===== config.mk =====
export PLATFORM = sky130hd
export DESIGN_NAME = redund_trace_cmp
export DESIGN_NICKNAME = d
export VERILOG_FILES = /design/src/rtl/redund_trace_cmp.sv
export SDC_FILE = /design/constraint.sdc
export NUM_CORES = 1
export LEC_CHECK = 0
export ABC_CLOCK_PERIOD_IN_PS = 2800
export BUFFER_PORTS_ARGS = -buffer_cell sky130_fd_sc_hd__buf_2
export CORE_MARGIN = 3
export CORE_UTILIZATION = 35
export CTS_CLUSTER_SIZE = 30
export DETAILED_ROUTE_END_ITERATION = 8
export HOLD_SLACK_MARGIN = 0.12
export PLACE_DENSITY = 0.64
export SETUP_SLACK_MARGIN = 0.5
export SLEW_MARGIN = 15
export SYNTH_ARGS = -nofsm -noshare
export SYNTH_HDL_FRONTEND = slang
export SYNTH_SLANG_ARGS = --single-unit

===== constraint.sdc =====
create_clock -name clk -period 2.8 [get_ports clk]
set_input_delay 0.14 -clock clk [delete_from_list [all_inputs] [get_ports clk]]
set_output_delay 0.14 -clock clk [all_outputs]
set_load 0.01 [all_outputs]

===== src/rtl/redund_trace_cmp.sv =====
`timescale 1ns/1ps
module redund_trace_cmp #(
  parameter bit MODE_TMR  = 1'b1,
  parameter int SUBSET    = 2,
  parameter bit IN_REG    = 1'b1,
  parameter int DEPTH     = 3,
  parameter bit DIS_EN    = 1'b1,
  parameter bit STATUS_EN = 1'b1,
  parameter bit INJECT_EN = 1'b1,
  parameter int REG_W     = 5,
  parameter int DATA_W    = 32,
  parameter int ADDR_W    = 32,
  parameter int BE_W      = 4,
  parameter int MISC_W    = 16,
  localparam int TW = 2 + REG_W + DATA_W + 1 + ADDR_W + DATA_W + BE_W + 2 + MISC_W
) (
  input  logic          clk,
  input  logic          rst,
  input  logic [TW-1:0] trc_a,
  input  logic [TW-1:0] trc_b,
  input  logic [TW-1:0] trc_c,
  input  logic          chk_off,
  input  logic          inj,
  input  logic          clr,
  output logic          cmp_err,
  output logic          mis_a,
  output logic          mis_b,
  output logic          mis_c,
  output logic [3:0]    status
);
  localparam int DA   = 2 + REG_W + DATA_W;
  localparam int MS   = DA + 1 + ADDR_W + DATA_W + BE_W + 2;
  localparam int FILL = DEPTH + int'(IN_REG);
  localparam logic [TW-1:0] M_V    = TW'(1);
  localparam logic [TW-1:0] M_REG  = ((TW'(1) << DA) - TW'(1)) & ~M_V;
  localparam logic [TW-1:0] M_DATA = ((TW'(1) << MS) - TW'(1)) & ~((TW'(1) << DA) - TW'(1));

  function automatic logic [TW-1:0] proj(input logic [TW-1:0] t);
    logic [TW-1:0] r;
    if (SUBSET == 0) return t;
    r = t & M_V;
    if (t[0]) r = r | (t & M_REG);
    if (SUBSET == 2) r = r | (t & M_DATA);
    return r;
  endfunction

  logic [TW-1:0] a_al, ca, cb, cc;

  generate
    if (DEPTH > 0) begin : g_dly
      logic [TW-1:0] dl [DEPTH];
      always_ff @(posedge clk) begin
        if (rst) begin
          for (int i = 0; i < DEPTH; i++) dl[i] <= '0;
        end else begin
          dl[0] <= trc_a;
          for (int i = 1; i < DEPTH; i++) dl[i] <= dl[i-1];
        end
      end
      assign a_al = dl[DEPTH-1];
    end else begin : g_nodly
      assign a_al = trc_a;
    end

    if (IN_REG) begin : g_ireg
      always_ff @(posedge clk) begin
        if (rst) begin
          ca <= '0; cb <= '0; cc <= '0;
        end else begin
          ca <= a_al; cb <= trc_b; cc <= trc_c;
        end
      end
    end else begin : g_noireg
      assign ca = a_al;
      assign cb = trc_b;
      assign cc = trc_c;
    end
  endgenerate

  logic ready;
  generate
    if (FILL > 0) begin : g_fill
      localparam int CW = $clog2(FILL + 1);
      logic [CW-1:0] cnt;
      always_ff @(posedge clk) begin
        if (rst) cnt <= '0;
        else if (cnt != CW'(FILL)) cnt <= cnt + CW'(1);
      end
      assign ready = (cnt == CW'(FILL));
    end else begin : g_nofill
      assign ready = 1'b1;
    end
  endgenerate

  wire inj_eff = STATUS_EN && INJECT_EN && inj;
  wire off_eff = DIS_EN && chk_off;

  logic [TW-1:0] pa, pb, pc;
  assign pa = proj(ca);
  assign pb = proj(cb) ^ {{(TW-1){1'b0}}, inj_eff};
  assign pc = proj(cc);

  wire ab = (pa != pb);
  wire ac = (pa != pc);
  wire bc = (pb != pc);

  logic [3:0] hit, flg_q, st_q;
  always_comb begin
    if (MODE_TMR) hit = {ab | ac | bc, ac & bc, ab & bc, ab & ac};
    else          hit = {ab, 3'b000};
    if (!ready || off_eff) hit = 4'b0000;
  end

  always_ff @(posedge clk) begin
    if (rst) begin
      flg_q <= '0;
      st_q  <= '0;
    end else begin
      flg_q <= hit;
      st_q  <= (clr ? 4'b0000 : st_q) | hit;
    end
  end

  assign {cmp_err, mis_c, mis_b, mis_a} = flg_q;
  assign status = STATUS_EN ? st_q : 4'b0000;

  AST_COPY_FLAG_NEEDS_ERR: assert property (@(posedge clk) disable iff (rst) (mis_a | mis_b | mis_c) |-> cmp_err);
  AST_FILL_QUIET: assert property (@(posedge clk) disable iff (rst) !ready |=> !cmp_err);
  AST_OFF_QUIET: assert property (@(posedge clk) disable iff (rst) off_eff |=> (!cmp_err && $stable(st_q)));
  AST_STATUS_STICKY: assert property (@(posedge clk) disable iff (rst) !clr |=> ((st_q & $past(st_q)) == $past(st_q)));
  AST_STATUS_HOLDS_FLAGS: assert property (@(posedge clk) disable iff (rst) (flg_q & ~st_q) == 4'b0000);
endmodule


Word-level counts from Yosys, hierarchy flattened
Memories as Yosys holds them, arrays and structs flattened. A register that Yosys moved wholly into a read port is not among the register bits.
Cells that the tools add are included.
{ "op_classes": {"n_addsub": 1, "n_mul": 0, "div": 0, "n_lt_le_gt_ge": 0, "n_eq_ne": 5, "shift": 0, "n_mux": 11, "bitwise": 16, "reduce_logical": 2} }
{ "ops": {"columns": ["cell", "n"], "rows": [
  ["$mux 126", 3],
  ["$ne 126x126->1", 3],
  ["$or 39x110->110", 3],
  ["$xor 126x1->126", 1],
  ["$mux 39", 3],
  ["$or 1x39->39", 3],
  ["$mux 4", 2],
  ["$or 1x1->1", 5],
  ["$or 4x4->4", 1],
  ["$add 3x1->3 const B", 1],
  ["$and 1x1->1", 3],
  ["$eq 3x3->1 const B", 1],
  ["$mux 1", 3],
  ["$ne 3x3->1 const B", 1],
  ["$logic_not 1->1", 1],
  ["$logic_or 1x1->1", 1]
]} }
{ "totals": {"ff_bits": 231, "latch_bits": 0, "mem_bits_rw": 378, "romBits": 0, "input_bits": 383, "elab_cells": 41, "n_memories": 1} }
{ "mem_list": {"columns": ["name", "depth", "word_bits", "read_ports", "rd_ports_with_merged_regs", "wr", "line_no", "source"], "rows": [
  ["g_dly.dl", 3, 126, 3, 1, 3, "51", "logic [TW-1:0] dl [DEPTH];"]
]} }

Depth between registers and ports, before layout
Gate-level depths: netlist (run 1).
{ "logic_depth": {"word_depth": 9, "depth_mapped": 10, "depth_no_buf": 7} }

Worst setup path before layout (run 1)
No wires, ideal clock.
{ "synth_path": {"kind": "reg2reg", "start": "register cc[34]", "end": "register st_q[0], in the netlist status[0]", "setup_time_ps": 132, "arrival_time_ps": 2255, "required_time_ps": 2668, "slack_ps": 413, "stages_incl_launch_ff": 8, "path_buffers": 0, "period_less_slack_ps": 2387, "path_cell_list": "dfxtp_1 -> a21boi_0 -> a2111oi_2 -> a31oi_1 -> or4_1 -> or4_4 -> o31ai_4 -> o21ai_1"} }
{ "synth_via": {"elab_chain_cells": 7} }
{ "synth_rtl": {"columns": ["element", "line_no", "source"], "rows": [
  ["start: declaration", "47", "logic [TW-1:0] a_al, ca, cb, cc;"],
  ["start signal: assignment", "70", "ca <= a_al; cb <= trc_b; cc <= trc_c;"],
  ["$or 1x39->39", "42", "if (t[0]) r = r | (t & M_REG);"],
  ["$mux 39", "42", null],
  ["$or 39x110->110", "43", "if (SUBSET == 2) r = r | (t & M_DATA);"],
  ["$ne 126x126->1", "104", "wire ac = (pa != pc);"],
  ["$and 1x1->1", "109", "if (MODE_TMR) hit = {ab | ac | bc, ac & bc, ab & bc, ab & ac};"],
  ["$mux 4", "111", "if (!ready || off_eff) hit = 4'b0000;"],
  ["$or 4x4->4", "120", "st_q <= (clr ? 4'b0000 : st_q) | hit;"],
  ["end signal: assignment", "120", null],
  ["end: declaration", "107", "logic [3:0] hit, flg_q, st_q;"]
]} }
No other way between the ends.
A chain may end at the register's enable or synchronous reset.

Worst setup path after layout (run 1)
{ "layout_path": {"start": "register ca[40] (read register of g_dly.dl)", "end": "register st_q[0], in the netlist status[0]"} }
{ "layout_via": {"elab_chain_cells": 5} }
{ "layout_rtl": {"columns": ["element", "line_no"], "rows": [
  ["start: declaration", "47"],
  ["$or 39x110->110 (*)", "43"],
  ["$ne 126x126->1, on equally long branches", "103, 104"],
  ["$and 1x1->1 (*)", "109"],
  ["$mux 4 (*)", "111"],
  ["$or 4x4->4 (*)", "120"]
]} }
Mark *: on every way between the ends. The rest lies on a longest branch, timed or not.

==> metrics.json, run 1 <==
{
  "cts.reportedPaths.clkPinSlew": {"value": 0.06, "unit": "ns"},
  "initial_antenna_violation_count": {"value": 3},
  "route.antenna.remaining_nets": {"value": 0},
  "route.final.wire_length": {"value": 81210, "unit": "um"},
  "share_of_synthesized_area_occupied_by_flip_flops_and_latches": {"value": 58.69, "unit": "%"},
  "critical_path_required": {"value": 3.29, "unit": "ns"},
  "synth_flop_cell": {"value": "dfxtp_1"},
  "initial_core_util": {"value": 35.44, "unit": "%"},
  "post_synth_main_area_contributors": {"value": "dfxtp_1 (59%), nor2b_1 (18%), xor2_1 (5.3%), xnor2_1 (3.4%), clkbuf_1 (1.5%)"},
  "combined_area_of_the_multi_input_logic_cells": {"value": 9238, "unit": "um^2"},
  "dpl.hpwl": {"value": 59960, "unit": "um"},
  "global_route.usage.met1": {"value": 29.94, "unit": "%"},
  "drive_gt1_share": {"value": 20.89, "unit": "%"},
  "synth_register_bits": {"value": 671},
  "most_crowded_layer_after_global_routing": {"value": "met2"},
  "max_slew_margin": {"value": 24.60, "unit": "%"},
  "cts_root_buffer": {"value": "clkbuf_16"},
  "fp.dieArea": {"value": 68500, "unit": "um^2"},
  "drc_markers": {"value": 0},
  "final_area": {"value": 32270, "unit": "um^2"},
  "path_max_fanout": {"value": 4},
  "synthesis.area_per_instance": {"value": 10.63, "unit": "um^2"},
  "synth_area_leader_cell": {"value": "dfxtp_1"},
  "max_cap_viol_count": {"value": 0},
  "cts_htree_levels": {"value": 3},
  "final_nets": {"value": 3283},
  "clock_power_share": {"value": 44.3, "unit": "%"},
  "path_buf_inv": {"value": 1},
  "finalSetupTns": {"value": 0, "unit": "ns"},
  "pre_antenna_drt_iters": {"value": 5},
  "cp.arrival": {"value": 3.06, "unit": "ns"},
  "path_cells": {"value": "o22ai_1, or4_1, nor4_4, nand3_1, buf_4, o31ai_4, o21ai_1"},
  "cts_max_path_buffers": {"value": 3},
  "growth_of_design_area_from_synthesis_to_finish": {"value": 40.97, "unit": "%"},
  "worst_slew_pin_slew": {"value": 1.131, "unit": "ns"},
  "num_rows": {"value": 93},
  "drt-wirelength-per-cell": {"value": 21.31, "unit": "um"},
  "tritoncts_clock_tree": {"value": "done"},
  "hold_class": {"value": "input pin to flop"},
  "cellPowerDensity": {"value": 678.2, "unit": "nW/um^2"},
  "total_clock_sinks": {"value": 671},
  "fill_cells": {"value": 5645},
  "synthDistinctLibCells": {"value": 57},
  "grtUsageTotal": {"value": 23.06, "unit": "%"},
  "fmax": {"value": 0.3900, "unit": "GHz"},
  "p_seq_share": {"value": 46.9, "unit": "%"},
  "seqCellArea": {"value": 13470, "unit": "um^2"},
  "routabilityCongestion": {"value": 0.9411},
  "grt_pass1_vias": {"value": 17940},
  "final-max-slew-violation-count": {"value": 0},
  "worst_path_max_delay_cell": {"value": "dfxtp_1"},
  "fp.dieH": {"value": 261.7, "unit": "um"},
  "fp.coreArea": {"value": 64580, "unit": "um^2"},
  "vias": {"value": 17560},
  "dpl-instance-area": {"value": 25980, "unit": "um^2"},
  "setup_viol": {"value": 0},
  "synth_top_area_share": {"value": 58.69, "unit": "%"},
  "worst_path_dominant_cell_family": {"value": "simple AND/OR/NAND/NOR gates"},
  "overflow": {"value": 0},
  "synth_async_sr_flop_share": {"value": 0, "unit": "%"},
  "p_int": {"value": 0.01675, "unit": "W"},
  "combPwrFrac": {"value": 8.8, "unit": "%"},
  "skew": {"value": 0.02419, "unit": "ns"},
  "slowest_stage_delay_cp": {"value": 0.55, "unit": "ns"},
  "result_of_the_run": {"value": "finished clean"},
  "cts_made_buffers": {"value": 70},
  "total_switching_power": {"value": 0.005131, "unit": "W"},
  "post-layout-total-power": {"value": 0.02188, "unit": "W"},
  "die-width": {"value": 261.7, "unit": "um"},
  "ys_warn_count": {"value": 0},
  "grt_max_degree": {"value": 175},
  "hold_viol": {"value": 0},
  "groute.layer.met2.usage": {"value": 37.93, "unit": "%"},
  "fin_crit": {"value": 2.564, "unit": "ns"},
  "placement.io_buffers": {"value": 342},
  "global_route_met3_utilization": {"value": 4.452, "unit": "%"},
  "critPathLaunchType": {"value": "flop"},
  "total_leakage_power": {"value": 13.40, "unit": "nW"},
  "rsz0062_at_grt": {"value": "yes"},
  "vdd_drop_max": {"value": 0.4273, "unit": "mV"},
  "worst-setup-path-type": {"value": "flop to flop"},
  "critical_path.endpoint_type": {"value": "flop"},
  "clock_insertion_delay_worst_skew": {"value": 0.62, "unit": "ns"},
  "design.portCount": {"value": 391},
  "syn-num-nets": {"value": 2539},
  "synthesis.instances": {"value": 2154},
  "viasPerCell": {"value": 4.608},
  "synth-edff-count": {"value": 0},
  "drt_iter0_markers": {"value": 1084},
  "final.period_utilization": {"value": 91.58, "unit": "%"},
  "grt_pass1_wl": {"value": 114300, "unit": "um"},
  "power_switching_share": {"value": 23.44, "unit": "%"},
  "mappedNetlistArea": {"value": 22890, "unit": "um^2"}
}
==> registers in the layout (all words and copies together), names as in the netlist <==
register,count
ca,110
cb,110
cc,110
flg_q,4
g_dly.dl,330
g_fill.cnt,3
status,4
==> worst paths after layout <==
path / startpoint / end / slack [ns] / cells past startpoint
setup / recovery: ca[40] / status[0] / 0.24 / 7
hold / removal: rst / cc[105] / 0.13 / 2
setup reg to reg: ca[40] / status[0] / 0.24 / 7
hold reg to reg: g_dly.dl[1][16] / g_dly.dl[2][16] / 0.43 / 1
==> cell usage in the layout (no fill, tap or decap), types with 19 or more instances in the layout <==
cell type        n
clkbuf_16       73
o21ai_0         44
nor2b_1        668
dfxtp_1        650
nor4_1          31
xor2_1         138
inv_1           45
nor2_1          19
buf_2          341
buf_4           78
nand2_1         77
dlygate4sd3_1  332
a31oi_1         31
o22ai_1         21
nand4_1         25
a21oi_1         20
xnor2_1         85
==> Yosys cell counts, types with 7 or more instances <==
| master | instances |
|---|---|
| o22ai_1 | 21 |
| dfxtp_1 | 671 |
| nand2b_1 | 18 |
| nor2_1 | 19 |
| nand4_1 | 25 |
| a22o_1 | 7 |
| nor4_1 | 40 |
| a21oi_1 | 21 |
| a31oi_1 | 31 |
| a2bb2oi_1 | 8 |
| o21ai_0 | 46 |
| nand2_1 | 81 |
| nor2b_1 | 668 |
| a22oi_1 | 11 |
| nor3_1 | 7 |
| clkbuf_1 | 89 |
| nand3_1 | 14 |
| o2111ai_1 | 9 |
| inv_1 | 45 |
| nor4bb_1 | 12 |
| xor2_1 | 138 |
| xnor2_1 | 89 |
==> metal layers <==
metal  wire (um)  up-vias
li1            -     8498
met1       35460     8320
met2       37950      585
met3        4795      153
met4        2999        0
met5           0        -
==> power groups by stage <==
stage,Clock [W],Sequential (W),Combinational [W]
after floorplan,0,0.0103,0.000781
after global placement,0,0.0105,0.00146
after detailed placement,0,0.0105,0.00146
after CTS,0.00986,0.0103,0.00186
after global routing,0.0102,0.0103,0.00206
final,0.00969,0.0103,0.00193
==> through the flow <==
step	utilization (%)	hold WS (ns)	setup slack [ns]	cells
5_1_grt	49.96	0.2077	0.1804	3809
4_1_cts	49.49	0.1417	0.2339	3803
6_report	49.97	0.1285	0.2357	3810
3_3_place_gp	40.22	0.3547	-0.1152	3337
3_5_place_dp	40.22	0.3530	-0.08148	3337
2_1_floorplan	-	0.2680	0.5193	2154
==> layout make-up <==
cell class | count | share of cell area (%)
Tap cell | 855 | 3.315
Timing Repair Buffer | 767 | 18.18
Clock buffer | 97 | 6.278
Sequential cell | 671 | 41.75
Clock inverter | 31 | 1.322
Multi-Input combinational cell | 1343 | 28.63
Inverter | 45 | 0.5235
Antenna cell | 1 | 0.007755
==> timing repair <==
item	in CTS	in global routing
buffers inserted	6	5
gates cloned	0	1
hold endpoints to repair	338	0
resized for setup	46	44
hold buffers	332	0
endpoints found under the setup margin	8	8
pin swaps	10	10
==> kinds of logic (layout without fill, tap and decap cells) <==
family / count (synthesis) / after routing / synth area share, %
AND/OR/NAND/NOR: 909 / 909 / 23.98
flip-flops: 671 / 671 / 58.69
XOR/XNOR: 227 / 227 / 8.686
AO/OA/AOI/OAI: 205 / 205 / 6.210
buffers and inverters: 140 / 940 / 2.334
adder cells (fa/ha/maj): 2 / 2 / 0.1093
other: 0 / 1 / 0
(Power assumes the default switching activity.)
==> run 2, diff against run 1 <==
--- a/config.mk
+++ b/config.mk
@@ -12,7 +12,7 @@
 export CTS_CLUSTER_SIZE = 30
 export DETAILED_ROUTE_END_ITERATION = 8
 export HOLD_SLACK_MARGIN = 0.12
-export PLACE_DENSITY = 0.64
+export PLACE_DENSITY = 0.66
 export SETUP_SLACK_MARGIN = 0.5
 export SLEW_MARGIN = 15
 export SYNTH_ARGS = -nofsm -noshare
==> metrics.json, run 2 (synthesis gave the netlist of run 1 again) <==
{
  "result_of_the_run": {"value": "finished clean"},
  "hold_viol": {"value": 0},
  "layout_common_cells": {"value": "nor2b_1 (668), dfxtp_1 (643), buf_2 (341), dlygate4sd3_1 (340), xor2_1 (137)"},
  "finalSetupTns": {"value": 0, "unit": "ns"},
  "worst_path_dominant_cell_family": {"value": "compound AO/OA/AOI/OAI gates"},
  "path_max_fanout": {"value": 9},
  "drc_markers": {"value": 0},
  "drt-wirelength-per-cell": {"value": 21.64, "unit": "um"},
  "fp.coreArea": {"value": 64580, "unit": "um^2"},
  "layout_commonest_cell": {"value": "nor2b_1"},
  "seqCellArea": {"value": 13490, "unit": "um^2"},
  "grt_pass1_vias": {"value": 18730},
  "drt_iter0_markers": {"value": 1152},
  "cts_root_buffer": {"value": "clkbuf_16"},
  "grt_max_degree": {"value": 116},
  "timing.hold.ws": {"value": 0.2520, "unit": "ns"},
  "combined_area_of_the_multi_input_logic_cells": {"value": 9249, "unit": "um^2"},
  "grt_pass1_wl": {"value": 118700, "unit": "um"},
  "clock_insertion_delay_worst_skew": {"value": 0.63, "unit": "ns"},
  "flip_flop_count_of_the_largest_register_all_copies_and_words_added": {"value": 330},
  "final.period_utilization": {"value": 89.07, "unit": "%"},
  "r2r.worst_path.cells": {"value": 10},
  "cp.arrival": {"value": 2.99, "unit": "ns"},
  "critical_path_required": {"value": 3.29, "unit": "ns"},
  "ff2ff_setup_slack": {"value": 0.31, "unit": "ns"},
  "total_clock_sinks": {"value": 671},
  "drive_gt1_share": {"value": 21.55, "unit": "%"},
  "path_cells": {"value": "buf_6, buf_8, nand2_4, o2111ai_4, nor4_4, buf_4, nand4_1, a2111o_1, o21ai_0, o211ai_1"},
  "fmax": {"value": 0.4010, "unit": "GHz"},
  "vdd_drop_max": {"value": 0.3882, "unit": "mV"},
  "final_nets": {"value": 3310},
  "cts_max_path_buffers": {"value": 3},
  "placement.io_buffers": {"value": 342},
  "timing.critical_path.to": {"value": "status[3]"},
  "fp.dieArea": {"value": 68500, "unit": "um^2"},
  "overflow": {"value": 0},
  "total_leakage_power": {"value": 13.46, "unit": "nW"},
  "r2r-end": {"value": "status[3]"},
  "tritoncts_clock_tree": {"value": "done"},
  "route.antenna.remaining_nets": {"value": 0},
  "fin_crit": {"value": 2.494, "unit": "ns"},
  "setup_viol": {"value": 0},
  "critPathLaunchType": {"value": "flop"},
  "design.portCount": {"value": 391},
  "dpl.hpwl": {"value": 61060, "unit": "um"},
  "final-max-slew-violation-count": {"value": 0},
  "regMostFlops": {"value": "g_dly.dl"},
  "worst_path_max_delay_cell": {"value": "a2111o_1"},
  "cellPowerDensity": {"value": 659.8, "unit": "nW/um^2"},
  "critical_path.endpoint_type": {"value": "flop"},
  "max_slew_margin": {"value": 46.34, "unit": "%"},
  "cts_htree_levels": {"value": 3},
  "path_buf_inv": {"value": 3},
  "initial_antenna_violation_count": {"value": 6},
  "routabilityCongestion": {"value": 0.9515},
  "die-width": {"value": 261.7, "unit": "um"},
  "pre_antenna_drt_iters": {"value": 5},
  "rsz0062_at_grt": {"value": "yes"},
  "max_cap_viol_count": {"value": 0},
  "viasPerCell": {"value": 4.675},
  "worst_slew_pin_slew": {"value": 0.8049, "unit": "ns"},
  "slowest_stage_delay_cp": {"value": 0.46, "unit": "ns"},
  "growth_of_design_area_from_synthesis_to_finish": {"value": 41.41, "unit": "%"},
  "num_rows": {"value": 93},
  "cp-startpoint": {"value": "cc[0]"},
  "hold_class": {"value": "input pin to flop"},
  "fp.dieH": {"value": 261.7, "unit": "um"},
  "cts.reportedPaths.clkPinSlew": {"value": 0.06, "unit": "ns"},
  "route.final.wire_length": {"value": 83060, "unit": "um"},
  "fill_cells": {"value": 5583},
  "vias": {"value": 17950},
  "cts_made_buffers": {"value": 69},
  "worst-setup-path-type": {"value": "flop to flop"},
  "grtUsageTotal": {"value": 23.72, "unit": "%"},
  "rr_startpoint": {"value": "cc[0]"},
  "initial_core_util": {"value": 35.44, "unit": "%"},
  "skew": {"value": 0.01650, "unit": "ns"},
  "timing.critical_path.depth": {"value": 10}
}
## run 2: cell count changes in the layout (fill, tap and decap cells not counted), moves of 4 or more
cell / delta
buf_4: +22
dlygate4sd3_1: +8
dfxtp_4: +4
bufinv_16: -5
diode_2: +4
dfxtp_1: -7
## run 2: worst min path at each step
stage,to,from,cells after the start
5_1_grt,g_dly.dl[0][106],trc_a[106],3
3_3_place_gp,g_dly.dl[0][71],trc_a[71],2
2_1_floorplan,cc[0],trc_c[0],1
4_1_cts,g_dly.dl[0][103],trc_a[103],3
6_report,g_dly.dl[0][96],trc_a[96],3
3_5_place_dp,g_dly.dl[0][90],trc_a[90],2
## run 2: metrics by stage
stage	total power (W)	setup WS, ns	cell area, um^2	utilization [%]	std cells
3_5_place_dp	0.01196	0.04711	26170	40.52	3361
6_report	0.02136	0.3060	32370	50.12	3839
2_1_floorplan	0.01111	0.5193	22890	-	2154
4_1_cts	0.02145	0.2687	32100	49.71	3833
5_1_grt	0.02205	0.2236	32360	50.11	3835
3_3_place_gp	0.01195	0.04239	26170	40.52	3361
## run 2: final cells by class
| type | count | share of cell area [%] |
|---|---|---|
| clock inverters | 26 | 0.9432 |
| well taps | 855 | 3.305 |
| repair buffers | 795 | 18.79 |
| flip-flops and latches | 671 | 41.68 |
| clock buffers | 99 | 6.146 |
| inverters | 45 | 0.5218 |
| diodes | 5 | 0.03865 |
| multi-input cells | 1343 | 28.57 |
## run 2: worst register-to-register path, cell delays in order, from the launching register on
cell	delay [ns]
dfxtp_4	0.39
buf_6	0.15
buf_8	0.14
nand2_4	0.09
o2111ai_4	0.14
nor4_4	0.28
buf_4	0.15
nand4_1	0.23
a2111o_1	0.46
o21ai_0	0.22
o211ai_1	0.12
## run 2: power breakdown
group,switching [W],internal (W)
clock,0.00389,0.00522
combinational,0.000928,0.00106
sequential,0.000317,0.00994
total,0.00514,0.0162
## run 2: what timing repair did
action,in CTS,in global routing
endpoints found under the hold margin,414,0
hold buffers,340,0
resized for setup,57,51
gates cloned,0,1
pin swaps,16,19
buffers inserted,7,0
setup endpoints to repair,8,8
## run 2: layer usage
layer / share of wire [%] / vias to the layer above / GRT usage, %
li1: - / 8558 / -
met1: 44 / 8649 / 31.04
met2: 47 / 584 / 39.58
met3: 4.9 / 156 / 3.845
met4: 3.5 / 0 / 8.577
met5: 0 / - / 0
